--- config.mk ---
export PLATFORM = sky130hd
export DESIGN_NAME = sleep_seq_ctrl
export DESIGN_NICKNAME = d
export VERILOG_FILES = /design/src/rtl/sleep_seq_pkg.sv /design/src/rtl/sleep_req_sync.sv /design/src/rtl/sleep_fsm.sv /design/src/rtl/sleep_cmd_guard.sv /design/src/rtl/sleep_seq_ctrl.sv
export SDC_FILE = /design/constraint.sdc
export NUM_CORES = 1
export LEC_CHECK = 0
export BUFFER_PORTS_ARGS = -buffer_cell sky130_fd_sc_hd__buf_2
export CAP_MARGIN = 20
export CORE_AREA = 2 2 39 41
export CTS_CLUSTER_DIAMETER = 50
export DETAILED_ROUTE_END_ITERATION = 12
export DIE_AREA = 0 0 41 43
export GPL_ROUTABILITY_DRIVEN = 0
export HOLD_SLACK_MARGIN = 0.1
export PLACE_DENSITY = 0.53
export SLEW_MARGIN = 10
export SYNTH_ARGS = -nofsm -noshare
export SYNTH_HDL_FRONTEND = slang
export SYNTH_SLANG_ARGS = --single-unit
--- constraint.sdc ---
create_clock -name clk -period 4.2 [get_ports clk]
set_input_delay 0.84 -clock clk [delete_from_list [all_inputs] [get_ports clk]]
set_output_delay 0.84 -clock clk [all_outputs]
set_load 0.05 [all_outputs]
--- src/rtl/sleep_seq_pkg.sv ---
package sleep_seq_pkg;

  typedef enum logic [1:0] {
    ST_ACTIVE   = 2'd0,
    ST_ENTERING = 2'd1,
    ST_ASLEEP   = 2'd2,
    ST_WAKING   = 2'd3
  } slp_state_t;

  localparam logic [1:0] CMD_DESEL = 2'b00;
  localparam logic [1:0] CMD_READ  = 2'b01;
  localparam logic [1:0] CMD_WRITE = 2'b10;
  localparam logic [1:0] CMD_CONT  = 2'b11;

  // counter width able to hold values 0..n-1
  function automatic int cnt_width(input int n);
    int w;
    w = 1;
    while ((1 << w) < n) w++;
    return w;
  endfunction

  function automatic logic is_write(input logic [1:0] kind);
    return kind == CMD_WRITE;
  endfunction

  function automatic logic in_window(input slp_state_t s);
    return (s == ST_ENTERING) || (s == ST_WAKING);
  endfunction

endpackage

--- src/rtl/sleep_req_sync.sv ---
module sleep_req_sync #(
  parameter int STAGES = 2
) (
  input  logic clk,
  input  logic rst_n,
  input  logic din,
  output logic dout
);
  logic [STAGES-1:0] chain;

  generate
    for (genvar i = 0; i < STAGES; i++) begin : g_stage
      if (i == 0) begin : g_first
        always_ff @(posedge clk or negedge rst_n) begin
          if (!rst_n) chain[0] <= 1'b0;
          else        chain[0] <= din;
        end
      end else begin : g_next
        always_ff @(posedge clk or negedge rst_n) begin
          if (!rst_n) chain[i] <= 1'b0;
          else        chain[i] <= chain[i-1];
        end
      end
    end
  endgenerate

  assign dout = chain[STAGES-1];
endmodule

--- src/rtl/sleep_fsm.sv ---
module sleep_fsm
  import sleep_seq_pkg::*;
#(
  parameter int ENTRY_CYCLES = 2,
  parameter int EXIT_CYCLES  = 2
) (
  input  logic clk,
  input  logic rst_n,
  input  logic req_s,
  output logic asleep,
  output logic window,
  output logic entry_done,
  output logic entry_abort,
  output logic wake_done
);
  localparam int MAXC  = (ENTRY_CYCLES > EXIT_CYCLES) ? ENTRY_CYCLES : EXIT_CYCLES;
  localparam int CNT_W = cnt_width(MAXC);
  localparam logic [CNT_W-1:0] ENTRY_LOAD = CNT_W'(ENTRY_CYCLES - 1);
  localparam logic [CNT_W-1:0] EXIT_LOAD  = CNT_W'(EXIT_CYCLES - 1);

  slp_state_t st;
  logic [CNT_W-1:0] cnt;
  logic cnt_zero;

  assign cnt_zero    = (cnt == '0);
  assign entry_abort = (st == ST_ENTERING) && !req_s;
  assign entry_done  = (st == ST_ENTERING) && req_s && cnt_zero;
  assign wake_done   = (st == ST_WAKING) && cnt_zero;

  always_ff @(posedge clk or negedge rst_n) begin
    if (!rst_n) begin
      st  <= ST_ACTIVE;
      cnt <= '0;
    end else begin
      unique case (st)
        ST_ACTIVE: begin
          if (req_s) begin
            st  <= ST_ENTERING;
            cnt <= ENTRY_LOAD;
          end
        end
        ST_ENTERING: begin
          if (entry_abort) begin
            st  <= ST_WAKING;
            cnt <= EXIT_LOAD;
          end else if (entry_done) begin
            st <= ST_ASLEEP;
          end else begin
            cnt <= cnt - 1'b1;
          end
        end
        ST_ASLEEP: begin
          if (!req_s) begin
            st  <= ST_WAKING;
            cnt <= EXIT_LOAD;
          end
        end
        ST_WAKING: begin
          if (wake_done) st <= ST_ACTIVE;
          else           cnt <= cnt - 1'b1;
        end
        default: st <= ST_ACTIVE;
      endcase
    end
  end

  assign asleep = (st == ST_ASLEEP);
  assign window = in_window(st);
endmodule

--- src/rtl/sleep_cmd_guard.sv ---
module sleep_cmd_guard
  import sleep_seq_pkg::*;
(
  input  logic       clk,
  input  logic       rst_n,
  input  logic       window,
  input  logic [1:0] cmd_kind,
  output logic       viol
);
  logic bad_cmd;
  assign bad_cmd = window && is_write(cmd_kind);

  always_ff @(posedge clk or negedge rst_n) begin
    if (!rst_n)       viol <= 1'b0;
    else if (bad_cmd) viol <= 1'b1;
  end
endmodule

--- src/rtl/sleep_seq_ctrl.sv ---
module sleep_seq_ctrl #(
  parameter int SYNC_STAGES  = 2,
  parameter int ENTRY_CYCLES = 2,
  parameter int EXIT_CYCLES  = 2
) (
  input  logic       clk,
  input  logic       rst_n,
  input  logic       sleep_req,
  input  logic [1:0] cmd_kind,
  output logic       in_ignore,
  output logic       out_hiz,
  output logic       asleep,
  output logic       cmd_restrict,
  output logic       cmd_viol
);
  logic req_s;
  logic slp;
  logic window;
  logic entry_done;
  logic entry_abort;
  logic wake_done;

  sleep_req_sync #(.STAGES(SYNC_STAGES)) i_sync (
    .clk  (clk),
    .rst_n(rst_n),
    .din  (sleep_req),
    .dout (req_s)
  );

  sleep_fsm #(.ENTRY_CYCLES(ENTRY_CYCLES), .EXIT_CYCLES(EXIT_CYCLES)) i_fsm (
    .clk        (clk),
    .rst_n      (rst_n),
    .req_s      (req_s),
    .asleep     (slp),
    .window     (window),
    .entry_done (entry_done),
    .entry_abort(entry_abort),
    .wake_done  (wake_done)
  );

  sleep_cmd_guard i_guard (
    .clk     (clk),
    .rst_n   (rst_n),
    .window  (window),
    .cmd_kind(cmd_kind),
    .viol    (cmd_viol)
  );

  assign asleep       = slp;
  assign in_ignore    = slp;
  assign out_hiz      = slp;
  assign cmd_restrict = window;
endmodule

Yosys cells after proc, flatten, opt, wreduce, memory -nomap -nowiden
Index checks and enable logic that the tools add are counted.
Cells by class
  reduce and logical (&&, ||, !) cells: 10
  eq/ne operators: 10
  bitwise gates (word level): 1
  add/sub/neg operators: 1
  muxes and demuxes: 12
Operators by type and width (count)
  $mux W2: 5
  $pmux W2 S4: 1
  $reduce_and A4 Y1: 2
  $eq A2 B2 Y1 const B: 3
  $ne A2 B2 Y1 const B: 3
  $ne A3 B3 Y1 const B: 2
  $logic_and A1 B1 Y1: 5
  $mux W1: 5
  $pmux W1 S4: 1
  $eq A2 B1 Y1 const B: 1
  $logic_not A2 Y1: 1
  $ne A2 B1 Y1 const B: 1
  $logic_not A1 Y1: 1
  $logic_or A1 B1 Y1: 1
  $not A1 Y1: 1
  $sub A1 B1 Y1 const B: 1
Storage, ports and cells
  register bits after elaboration: 6
  input bits: 5
  output and inout port bits: 5
  logic and storage cells: 39

Longest topological paths before layout
  word-level depth: 6
  depth in mapped cells: 5
  mapped depth without buffers: 5

By module
Synthesis repeated with hierarchy kept, for this count alone.
Second synthesis, totals
  cells, all modules: 38
  area total of the unflattened synthesis: 394.1 µm²
Modules (own cells, without submodules)
  sleep_fsm: times used 1, area each 292.8 µm², cells an instance 31
  sleep_req_sync: times used 1, area each 50.0 µm², cells an instance 2
  sleep_cmd_guard: times used 1, area each 36.3 µm², cells an instance 3
  sleep_seq_ctrl: times used 1, area each 15.0 µm², cells an instance 2

Worst setup path after synthesis
No wires, ideal clock.
  path type: reg-to-output
  start point: register i_fsm.st[0]
  end point: output in_ignore
  slack: 1997 ps
  path buffers: 1
  data required time: 3360 ps
  stages on the path, launching flop included: 4
  arrival: 1363 ps
  cells stage by stage: dfrtp_1 > inv_1 > ha_1 > buf_4
Between the ends
  longest elaborated chain between the ends: 1
Ends and longest elaborated chain
  start: declaration: RTL line sleep_fsm.sv:21  | slp_state_t st;
  start signal: assignment: RTL line sleep_fsm.sv:32  | st <= ST_ACTIVE;
  start signal: assignment: RTL line sleep_fsm.sv:38  | st <= ST_ENTERING;
  start signal: assignment: RTL line sleep_fsm.sv:44  | st <= ST_WAKING;
  $eq A2 B2 Y1: RTL line sleep_fsm.sv:67  | assign asleep = (st == ST_ASLEEP);
  end: declaration: RTL line sleep_seq_ctrl.sv:10  | output logic in_ignore,
No other way between the ends.

Worst setup path in the final report
  start point: register i_fsm.st[1]
  end point: output cmd_restrict
Between the ends
  longest elaborated chain between the ends: 2
  elaborated cells on any way between the ends: 3
  classes of those cells: eq/ne: 2; reduce/logical: 1
Ends and longest elaborated chain
  $eq A2 B1 Y1 or $eq A2 B2 Y1 (tied branches): RTL line sleep_seq_pkg.sv:28  | return (s == ST_ENTERING) || (s == ST_WAKING);
  $logic_or A1 B1 Y1 (*): RTL line sleep_seq_pkg.sv:28
  end: declaration: RTL line sleep_seq_ctrl.sv:13  | output logic cmd_restrict,
Every way passes the cells marked *; elsewhere a longest branch is shown, timed or not.

==> impl_metrics.json <==
{
  "drt-initial-drc-count": 0,
  "numPortBuffers": 9,
  "synth-edff-count": 0,
  "fmaxAchievable_mhz": 436,
  "synth_top_area_cell": "dfrtp_1",
  "clock-root-buffer": "clkbuf_4",
  "drcViolationCount": 0,
  "holdBufCountCts": 0,
  "dr.max_layer_used": "met3",
  "ys.flop_type": "dfrtp_1",
  "overflow": 0,
  "ys_top_cells_by_count": "dfrtp_1, ha_1, inv_1",
  "met2_length_microns": 285,
  "numCtsBuffers": 3,
  "cp_slowest_cell": "dfrtp_1",
  "start_util_pct": 27.5,
  "yosysMostFrequentCell": "dfrtp_1",
  "core_area_sq_um": 1380,
  "synthTopCellsByArea": "dfrtp_1, ha_1, mux2_4, a21oi_4, a2bb2oi_2",
  "num_vias": 255,
  "synth_seq_cells": 6,
  "postSynthAreaPerCell_sq_um": 11.9,
  "cp-end-kind": "primary output",
  "dr.pass1.iters": 1,
  "rows": 14,
  "grt_pass1_wl_microns": 979,
  "skew_ps": 1.20,
  "cts_max_path_buffers": 2,
  "status": "complete, no violations",
  "synth_cell_types": 17,
  "hold_path.class": "reg -> reg",
  "period_needed_ps": 2290,
  "max_slew_margin_pct": 83.6,
  "cp_slowest_stage_delay_ps": 410,
  "fp.dieH_microns": 43,
  "multi_input_area_sq_um": 200,
  "vias_per_cell": 4.40,
  "holdWs_ps": 350,
  "drt-met1-wl_microns": 245,
  "arrival_ps": 1450,
  "clk_pin_slew_ps": 40,
  "finalNonFillerCells": 58,
  "antenna_left": 0,
  "yosysWarnings": 0,
  "crit_required_ps": 3360,
  "diodes": 0,
  "grt_usage_pct": 8.32,
  "tightest_slew_ps": 244,
  "nFillCells": 144,
  "finalHoldViolCount": 0,
  "period_share_pct": 54.6,
  "cp_cell_sequence": "inv_1, ha_1, or2_1, buf_2",
  "totalWireLength_microns": 550,
  "dp_cells": 55,
  "yosysSeqAreaShare_pct": 39.5,
  "dp.final_hpwl_microns": 476,
  "regArea_sq_um": 150,
  "synth_top_area_share_pct": 39.5,
  "htreeDepth": 1,
  "clock_sinks": 6,
  "start_kind": "register",
  "tns_ps": 0,
  "setup_violations": 0,
  "drv_cap": 0,
  "postCtsSetupRepairBufs": 0,
  "pin_count": 10,
  "wire_per_inst_microns": 9.48,
  "syn_area_sq_um": 380,
  "grt_pass1_vias": 258,
  "netlist_instances": 32,
  "ys_async_sr_fraction_pct": 100,
  "synth_nets": 42,
  "grt_start_max_net_pins": 7,
  "rsz0062_at_grt": "false",
  "wl_met3_microns": 18,
  "cts_tree": "built",
  "maxSlewViolCount": 0,
  "nets": 54,
  "drive_gt1_share_pct": 42.9,
  "crit_type": "reg -> out",
  "fp.dieW_microns": 41,
  "area_growth_pct": 19.1,
  "die_area_sq_um": 1760,
  "critPathMaxFanout": 5,
  "cts.repair.resized": 0,
  "antenna_found_initial": 0,
  "insertion_delay_ps": 230
}
==> layout make-up <==
| cell class | count | share of cell area (%) |
|---|---|---|
| Sequential cell | 6 | 33.1 |
| Inverter | 4 | 3.31 |
| Clock buffer | 3 | 4.97 |
| Tap cell | 16 | 4.42 |
| Timing Repair Buffer | 9 | 9.94 |
| Multi-Input combinational cell | 20 | 44.2 |
==> registers in the layout, summed over array words and instances (netlist names) <==
name / count
i_sync.dout: 1
i_fsm.cnt: 1
i_fsm.st: 2
i_sync.chain: 1
i_guard.viol: 1
==> through the flow <==
| stage | worst slack [ps] | utilization [%] | cell area, sq um |
|---|---|---|---|
| 2_1_floorplan | 2000 | - | 380 |
| 3_3_place_gp | 2180 | 31.1 | 430 |
| 3_5_place_dp | 2160 | 31.1 | 430 |
| 4_1_cts | 1890 | 32.7 | 453 |
| 5_1_grt | 1810 | 32.7 | 453 |
| 6_report | 1910 | 32.7 | 453 |
==> layer usage <==
layer | up-vias | global-route usage (%)
met5 | - | 0
met4 | 0 | 8.00
met3 | 0 | 0
met2 | 5 | 11.6
met1 | 119 | 11.0
li1 | 131 | -
==> worst max-delay path, delay by kind of cell, from the launching register on <==
kind / cells / cell delay, ps
adder cells (fa/ha/maj): 1 / 230
buffers and inverters: 2 / 320
AND/OR/NAND/NOR: 1 / 260
flip-flops: 1 / 410
==> cell usage in the layout (no fill, tap or decap), types with 2 or more instances in the layout <==
cell / Yosys / final
clkbuf_4: 0 / 3
inv_1: 4 / 4
dfrtp_1: 6 / 6
mux2_4: 2 / 2
o21ai_0: 2 / 2
ha_1: 5 / 5
buf_2: 0 / 9
==> path summary, 6_finish.rpt <==
kind                                            to  slack [ps]                      start  cells past startpoint
hold / removal               i_sync.dout$_DFF_PN0_         350  i_sync.chain[0]$_DFF_PN0_                      0
setup / recovery                      cmd_restrict        1910    i_fsm.st[1]$_DFFE_PN0P_                      4
hold reg to reg              i_sync.dout$_DFF_PN0_         350  i_sync.chain[0]$_DFF_PN0_                      0
setup reg to reg           i_fsm.st[1]$_DFFE_PN0P_        2530    i_fsm.st[0]$_DFFE_PN0P_                      5
min in group asynchronous    i_fsm.cnt$_DFFE_PN0P_         420                      rst_n                      1
max in group asynchronous    i_sync.dout$_DFF_PN0_        3650                      rst_n                      1
==> cell families after synthesis <==
family	Yosys count	synth area share, %
multiplexers	2	7.90
AND/OR/NAND/NOR	3	3.62
AO/OA/AOI/OAI	10	24.7
flip-flops	6	39.5
buffers and inverters	6	7.89
adder cells (fa/ha/maj)	5	16.4
Power is left out: the tool's default activity adds up to more than one toggle a clock period on the data nets, which glitch-free logic cannot reach.
